**src/rtl/tmu_pkg.sv**
```systemverilog
// Shared types for the token pairing stage.
// Assumes: side encoding 0 = left operand, 1 = right operand.
package tmu_pkg;

    typedef enum logic {
        SIDE_LEFT  = 1'b0,
        SIDE_RIGHT = 1'b1
    } side_e;

    typedef enum logic [2:0] {
        ACT_STORE,
        ACT_PAIR,
        ACT_DUP,
        ACT_MONO
    } act_e;

endpackage

```
**src/rtl/tmu_store.sv**
```systemverilog
// Waiting-token storage: one register slot per entry with a valid bit.
// Assumes: wr_idx addresses a free slot when wr_en is set; clr_vec marks
// at most the slot that just paired. A clear and a write never hit the same slot.
module tmu_store #(
    parameter int DEPTH  = 16,
    parameter int KEY_W  = 16,
    parameter int DATA_W = 16,
    localparam int IDX_W = $clog2(DEPTH)
) (
    input  logic                           clk,
    input  logic                           rst_n,
    input  logic                           wr_en,
    input  logic [IDX_W-1:0]               wr_idx,
    input  logic [KEY_W-1:0]               wr_key,
    input  logic                           wr_side,
    input  logic [DATA_W-1:0]              wr_data,
    input  logic [DEPTH-1:0]               clr_vec,
    output logic [DEPTH-1:0]               vld,
    output logic [DEPTH-1:0][KEY_W-1:0]    keys,
    output logic [DEPTH-1:0]               sides,
    output logic [DEPTH-1:0][DATA_W-1:0]   datas
);

    for (genvar g = 0; g < DEPTH; g++) begin : g_slot
        // Per-slot valid: cleared on pairing, set on a fresh store.
        always_ff @(posedge clk) begin
            if (!rst_n) begin
                vld[g] <= 1'b0;
            end else if (clr_vec[g]) begin
                vld[g] <= 1'b0;
            end else if (wr_en && (wr_idx == IDX_W'(g))) begin
                vld[g] <= 1'b1;
            end
        end

        // Per-slot payload: captured only when this slot is written.
        always_ff @(posedge clk) begin
            if (!rst_n) begin
                keys[g]  <= '0;
                sides[g] <= 1'b0;
                datas[g] <= '0;
            end else if (wr_en && (wr_idx == IDX_W'(g))) begin
                keys[g]  <= wr_key;
                sides[g] <= wr_side;
                datas[g] <= wr_data;
            end
        end
    end

endmodule

```
**src/rtl/tmu_cam.sv**
```systemverilog
// Associative lookup: compares the probe key against every valid slot and
// returns the hit vector plus the side and data of the hitting slot.
// Assumes: at most one valid slot holds any key, so AND-OR read-out is exact.
module tmu_cam #(
    parameter int DEPTH  = 16,
    parameter int KEY_W  = 16,
    parameter int DATA_W = 16
) (
    input  logic [DEPTH-1:0]               vld,
    input  logic [DEPTH-1:0][KEY_W-1:0]    keys,
    input  logic [DEPTH-1:0]               sides,
    input  logic [DEPTH-1:0][DATA_W-1:0]   datas,
    input  logic [KEY_W-1:0]               probe,
    output logic [DEPTH-1:0]               hit_vec,
    output logic                           hit_side,
    output logic [DATA_W-1:0]              hit_data
);

    for (genvar g = 0; g < DEPTH; g++) begin : g_cmp
        assign hit_vec[g] = vld[g] && (keys[g] == probe);
    end

    // AND-OR read-out of the hitting slot's side and data.
    always_comb begin
        hit_side = 1'b0;
        hit_data = '0;
        for (int i = 0; i < DEPTH; i++) begin
            if (hit_vec[i]) begin
                hit_side = hit_side | sides[i];
                hit_data = hit_data | datas[i];
            end
        end
    end

endmodule

```
**src/rtl/tmu_free_pick.sv**
```systemverilog
// Free-slot picker: lowest-numbered empty slot and a full flag.
// Assumes: nothing beyond a valid vector from the store.
module tmu_free_pick #(
    parameter int DEPTH  = 16,
    localparam int IDX_W = $clog2(DEPTH)
) (
    input  logic [DEPTH-1:0]  vld,
    output logic [IDX_W-1:0]  free_idx,
    output logic              full
);

    // Scan from the top so the lowest empty slot wins.
    always_comb begin
        free_idx = '0;
        full     = 1'b1;
        for (int i = DEPTH - 1; i >= 0; i--) begin
            if (!vld[i]) begin
                free_idx = IDX_W'(i);
                full     = 1'b0;
            end
        end
    end

endmodule

```
**src/rtl/tok_match_unit.sv**
```systemverilog
// Token pairing stage of a tagged-token dataflow pipeline.
// Pairs two-operand tokens on {context, instruction address}, stores
// unmatched ones and raises a bubble marker. It drops duplicate sides with
// an error pulse and passes one-operand tokens straight through. The
// output is one registered beat with a valid/ready handshake.
// Assumes: producers keep at most one token per key and side in flight;
// a second one is reported and dropped.
module tok_match_unit #(
    parameter int CTX_W  = 6,
    parameter int IP_W   = 10,
    parameter int DATA_W = 16,
    parameter int DEPTH  = 16,
    localparam int KEY_W = CTX_W + IP_W,
    localparam int IDX_W = $clog2(DEPTH)
) (
    input  logic              clk,
    input  logic              rst_n,
    input  logic              in_valid,
    output logic              in_ready,
    input  logic [CTX_W-1:0]  in_ctx,
    input  logic [IP_W-1:0]   in_ip,
    input  logic              in_side,
    input  logic              in_mono,
    input  logic [DATA_W-1:0] in_data,
    output logic              out_valid,
    input  logic              out_ready,
    output logic [CTX_W-1:0]  out_ctx,
    output logic [IP_W-1:0]   out_ip,
    output logic              out_mono,
    output logic [DATA_W-1:0] out_left,
    output logic [DATA_W-1:0] out_right,
    output logic              out_bubble,
    output logic              err_dup
);
    import tmu_pkg::*;

    logic [KEY_W-1:0]             probe_key;
    logic [DEPTH-1:0]             vld_vec;
    logic [DEPTH-1:0][KEY_W-1:0]  key_arr;
    logic [DEPTH-1:0]             side_arr;
    logic [DEPTH-1:0][DATA_W-1:0] data_arr;
    logic [DEPTH-1:0]             hit_vec;
    logic                         hit;
    logic                         hit_side;
    logic [DATA_W-1:0]            hit_data;
    logic [IDX_W-1:0]             free_idx;
    logic                         full;
    act_e                         act;
    logic                         slot_ok;
    logic                         accept;
    logic [DATA_W-1:0]            pair_left;
    logic [DATA_W-1:0]            pair_right;

    assign probe_key = {in_ctx, in_ip};
    assign hit       = |hit_vec;

    tmu_store #(.DEPTH(DEPTH), .KEY_W(KEY_W), .DATA_W(DATA_W)) u_store (
        .clk     (clk),
        .rst_n   (rst_n),
        .wr_en   (accept && (act == ACT_STORE)),
        .wr_idx  (free_idx),
        .wr_key  (probe_key),
        .wr_side (in_side),
        .wr_data (in_data),
        .clr_vec ((accept && (act == ACT_PAIR)) ? hit_vec : '0),
        .vld     (vld_vec),
        .keys    (key_arr),
        .sides   (side_arr),
        .datas   (data_arr)
    );

    tmu_cam #(.DEPTH(DEPTH), .KEY_W(KEY_W), .DATA_W(DATA_W)) u_cam (
        .vld      (vld_vec),
        .keys     (key_arr),
        .sides    (side_arr),
        .datas    (data_arr),
        .probe    (probe_key),
        .hit_vec  (hit_vec),
        .hit_side (hit_side),
        .hit_data (hit_data)
    );

    tmu_free_pick #(.DEPTH(DEPTH)) u_pick (
        .vld      (vld_vec),
        .free_idx (free_idx),
        .full     (full)
    );

    // Classify the arriving token into one of the four actions.
    always_comb begin
        if (in_mono)                act = ACT_MONO;
        else if (!hit)              act = ACT_STORE;
        else if (hit_side == in_side) act = ACT_DUP;
        else                        act = ACT_PAIR;
    end

    // Input handshake: output slot must drain; a store needs a free entry.
    assign slot_ok  = !out_valid || out_ready;
    assign in_ready = slot_ok && !((act == ACT_STORE) && full);
    assign accept   = in_valid && in_ready;

    // Order operands left then right independent of arrival order.
    always_comb begin
        if (in_side == SIDE_LEFT) begin
            pair_left  = in_data;
            pair_right = hit_data;
        end else begin
            pair_left  = hit_data;
            pair_right = in_data;
        end
    end

    // Output beat register: loads on pair or pass-through, clears on drain.
    always_ff @(posedge clk) begin
        if (!rst_n) begin
            out_valid <= 1'b0;
            out_ctx   <= '0;
            out_ip    <= '0;
            out_mono  <= 1'b0;
            out_left  <= '0;
            out_right <= '0;
        end else if (accept && (act == ACT_PAIR || act == ACT_MONO)) begin
            out_valid <= 1'b1;
            out_ctx   <= in_ctx;
            out_ip    <= in_ip;
            out_mono  <= (act == ACT_MONO);
            out_left  <= (act == ACT_MONO) ? in_data : pair_left;
            out_right <= (act == ACT_MONO) ? '0 : pair_right;
        end else if (out_ready) begin
            out_valid <= 1'b0;
        end
    end

    // One-cycle markers for stored tokens and dropped duplicates.
    always_ff @(posedge clk) begin
        if (!rst_n) begin
            out_bubble <= 1'b0;
            err_dup    <= 1'b0;
        end else begin
            out_bubble <= accept && (act == ACT_STORE);
            err_dup    <= accept && (act == ACT_DUP);
        end
    end

endmodule

```
**config.mk**
```make
export PLATFORM = sky130hd
export DESIGN_NAME = tok_match_unit
export DESIGN_NICKNAME = d
export VERILOG_FILES = /design/src/rtl/tmu_pkg.sv /design/src/rtl/tmu_store.sv /design/src/rtl/tmu_cam.sv /design/src/rtl/tmu_free_pick.sv /design/src/rtl/tok_match_unit.sv
export SDC_FILE = /design/constraint.sdc
export NUM_CORES = 2
export LEC_CHECK = 0
export BUFFER_PORTS_ARGS = -buffer_cell sky130_fd_sc_hd__buf_2
export CAP_MARGIN = 25
export CORE_MARGIN = 1
export CORE_UTILIZATION = 65
export CTS_CLUSTER_DIAMETER = 120
export DETAILED_ROUTE_END_ITERATION = 8
export PLACE_DENSITY = 0.89
export SLEW_MARGIN = 20
export SYNTH_ARGS = -nofsm -noshare
export SYNTH_HDL_FRONTEND = slang
export SYNTH_SLANG_ARGS = --single-unit
```
**constraint.sdc**
```tcl
create_clock -name clk -period 7.6 [get_ports clk]
set_input_delay 0.38 -clock clk [delete_from_list [all_inputs] [get_ports clk]]
set_output_delay 0.38 -clock clk [all_outputs]
set_load 0.05 [all_outputs]
```
==> summary.txt <==
Global routing
  • Vias in the first global route: 25.1k
  • Met2 Resource Use GR: 0.595
  • GR peak layer: met2
  • First-pass GRT wire length: 142,000 um
  • GR Layer Usage met1: 0.481
  • Tot GR Track Use: 0.395
  • Largest net degree at the start of global routing: 204
  • Initial antenna violation count: 7
  • Total grt overflow: 0
  • Met3 Use GR: 0.132

Clocking
  • Clock buffer depth: 3
  • CTS tree: built
  • CTS Root Cell: clkbuf_16
  • H-tree depth: 2
  • TritonCTS Sinks: 596
  • Quantity of gates resized following cts: 0
  • Clock buffer count from CTS: 59
  • Skew-Pair Late Insertion Delay: 0.66 ns
  • CTS Hold Bufs: 0
  • Clk pin slew, worst setup/hold paths: 0.06 ns
  • Post-CTS Setup Bufs: 0

Synthesis
  • Post-synth EDFFs: 0
  • Xor and xnor area share after synthesis: 0.0764
  • Multiplexer share of the synthesized area: 0.120
  • Yosys cell types: 68
  • Post-Synthesis Cells: 3,293
  • Net count after synthesis: 3,331
  • Post-synth ARST share: 0
  • Top post-synthesis cells by area: dfxtp_1, mux2i_1, xnor2_1
  • Post-synth top area cell: dfxtp_1
  • Most frequently used flop master after synthesis: dfxtp_1
  • Area share of and/or/nand/nor cells after synthesis: 0.233
  • Synth Register Bits: 596
  • Syn_area_per_cell: 8.91 um2
  • Warnings, synthesis: 0
  • Largest family of logic cells by synthesized area: simple AND/OR/NAND/NOR gates
  • Mapped Area: 29,300 um2
  • Synth top area share: 0.407
  • Compound-Gate Fraction of Synth Area: 0.0897
  • Sequential-to-total area share from yosys stat: 0.407
  • Adder-cell share of the synthesized area: 0

Floorplanning
  • Site Rows: 77
  • Die Area: 46,000 um2
  • Horiz. Die Dim: 214 um
  • Total I/O pin count: 91
  • DIE HEIGHT: 214 um
  • Starting Density: 0.662
  • Core area: 44,300 um2

Drt
  • Vias per inst: 6.74
  • DRC violations left: 0
  • Routed len/inst: 24.4 um
  • Post-route ant nets: 0
  • Routed WL: 93,200 um
  • Iter 0 DRT Violations: 3,866
  • Drt first pass iters: 7
  • Vias: 25.8k

Placement
  • Cells after DPL: 3,717
  • IO buf count: 90
  • Post-DP HPWL: 56,400 um
  • RD Place Congestion: 1.01

Worst setup path
  • CP top delay family: simple AND/OR/NAND/NOR gates
  • Critical path class: in2reg
  • CP arrival: 5.56 ns
  • Largest fanout on the critical path: 40
  • CP Buf/Inv Count: 4
  • Cell at the slowest stage of the critical path: nor3b_4
  • Reg2Reg Capture Point: u_store.datas[27]$_SDFFE_PN0P_
  • Reg2reg path depth: 11
  • Stages on worst setup path: 13
  • Crit. End Element: flop
  • R2r setup slk: 2.63 ns
  • Cell mode on critical path: buf_4
  • CP startpoint kind: input pin
  • Slowest stage delay, CP: 0.88 ns
  • Crit path cell chain: buf_2 > buf_4 > xor2_1 > nor4b_1 > and3_1 > a22oi_1 > nand4_1 > nor3b_4 > buf_4 > and3b_2 > buf_4 > mux2i_1 > nor2_1
  • Crit path required time: 8.08 ns
  • Origin of the critical flop-to-flop path: u_store.keys[178]$_SDFFE_PN0P_

Layout
  • Area Growth Syn to Fin: 5.61%
  • Most common cell after layout, fill and taps aside: dfxtp_1
  • Commonest cells after routing, fill and taps aside: dfxtp_1, nor2_1, mux2i_1
  • Layout cells sized above 1: 0.179
  • Final core occ: 0.699
  • Finished Layout Cells: 3,826
  • Final net count: 3,224

STA
  • Worst-margin pin slew: 1.24 ns
  • Max Freq: 0.197 GHz
  • Final hold violations: 0
  • Max transition margin: 0.176
  • RSZ-0062 raised after global routing: false
  • Final period util: 0.669
  • Final Max Tran Viols: 0
  • Clock skew: 0.0281 ns
  • Setup tns final: 0 ns
  • Hold Slack: 0.141 ns
  • Crit path time final: 5.08 ns
  • Setup violators final: 0

Power
  • Lkg Pwr: 12.0 nW
  • Overall power: 6.67 mW
  • Clk pwr share: 0.455
  • Worst VDD drop: 0.000183 V
  • Combinational power share: 0.071
  • Switch Pwr: 1.65 mW
  • Register share of total power: 0.474
  • Switching Share: 0.248
  • Int Power: 5.02 mW
  • P per Cell Area: 215 nW/um2

Run
  • Maximum capacitance violations: 0

Run status
  • Run status: completed

Min path
  • WHS Endpoint: out_mono$_SDFFE_PN0P_
  • Hold path cells: 3
  • Tightest Hold Check Type: in2reg
  • Hold_sp: in_valid
tightest hold or removal path, delay by kind of cell:
kind	cells	cell delay [ns]
compound gates	1	0.09
simple gates	1	0.13
buf+inv	1	0.14
sequential cells by signal (all words and copies together), names as in the netlist, 6 cells and up:
| signal | flops |
|---|---|
| u_store.datas | 256 |
| u_store.keys | 256 |
| out_left | 16 |
| out_right | 16 |
| u_store.sides | 16 |
| u_store.vld | 16 |
| out_ip | 10 |
| out_ctx | 6 |
cells in the mapped netlist (61+ instances only):
| cell type | count |
|---|---|
| nand3_1 | 299 |
| o21ai_0 | 61 |
| nand2_2 | 140 |
| buf_2 | 68 |
| nand4_1 | 129 |
| xnor2_1 | 226 |
| buf_4 | 66 |
| a21oi_2 | 148 |
| clkbuf_1 | 121 |
| mux2i_1 | 353 |
| nand2_1 | 335 |
| a21oi_1 | 77 |
| dfxtp_1 | 596 |
| nor2_1 | 357 |
metrics by stage:
step | worst slack, ns | cell area [um2]
after global routing | 2.43 | 31000
after CTS | 2.78 | 31000
after detailed placement | 2.16 | 29000
final | 2.52 | 31000
after floorplan | 4.34 | 29300
after global placement | 2.31 | 29000
per-layer routing:
layer / up-vias / wire, um
met2: 1987 / 39600
met5: - / 50
met3: 604 / 13300
met4: 8 / 7030
met1: 12200 / 33300
li1: 11000 / -
how the worst max path moves through the flow:
stage,slack (ns),to,startpoint
floorplan,4.34,in_ready,in_ctx[3]
finish,2.52,u_store.datas[27]$_SDFFE_PN0P_,in_ip[6]
detailed placement,2.16,u_store.datas[16]$_SDFFE_PN0P_,in_ip[6]
global route,2.43,u_store.datas[30]$_SDFFE_PN0P_,in_ip[6]
CTS,2.78,u_store.datas[16]$_SDFFE_PN0P_,in_ip[6]
global placement,2.31,u_store.datas[23]$_SDFFE_PN0P_,in_ip[6]
kinds of logic after synthesis:
| logic type | after synthesis |
|---|---|
| AO/OA/AOI/OAI | 365 |
| buffers and inverters | 325 |
| AND/OR/NAND/NOR | 1398 |
| flip-flops | 596 |
| XOR/XNOR | 256 |
| multiplexers | 353 |
power groups by stage:
stage	logic [mW]	clock network, mW	registers [mW]
global placement	0.441	0	3.23
finish	0.473	3.03	3.17
global route	0.489	3.15	3.17
detailed placement	0.453	0	3.23
floorplan	0.321	0	3.27
CTS	0.457	3.02	3.16
layout make-up:
class	count	area, um2
Fill cell	3124	13300
Clock buffer	87	1740
Antenna cell	3	7.51
Clock inverter	19	244
Multi-Input combinational cell	2372	15300
Timing Repair Buffer	149	935
Tap cell	592	741
Inverter	8	37.5
Sequential cell	596	11900
(Power assumes the default switching activity.)
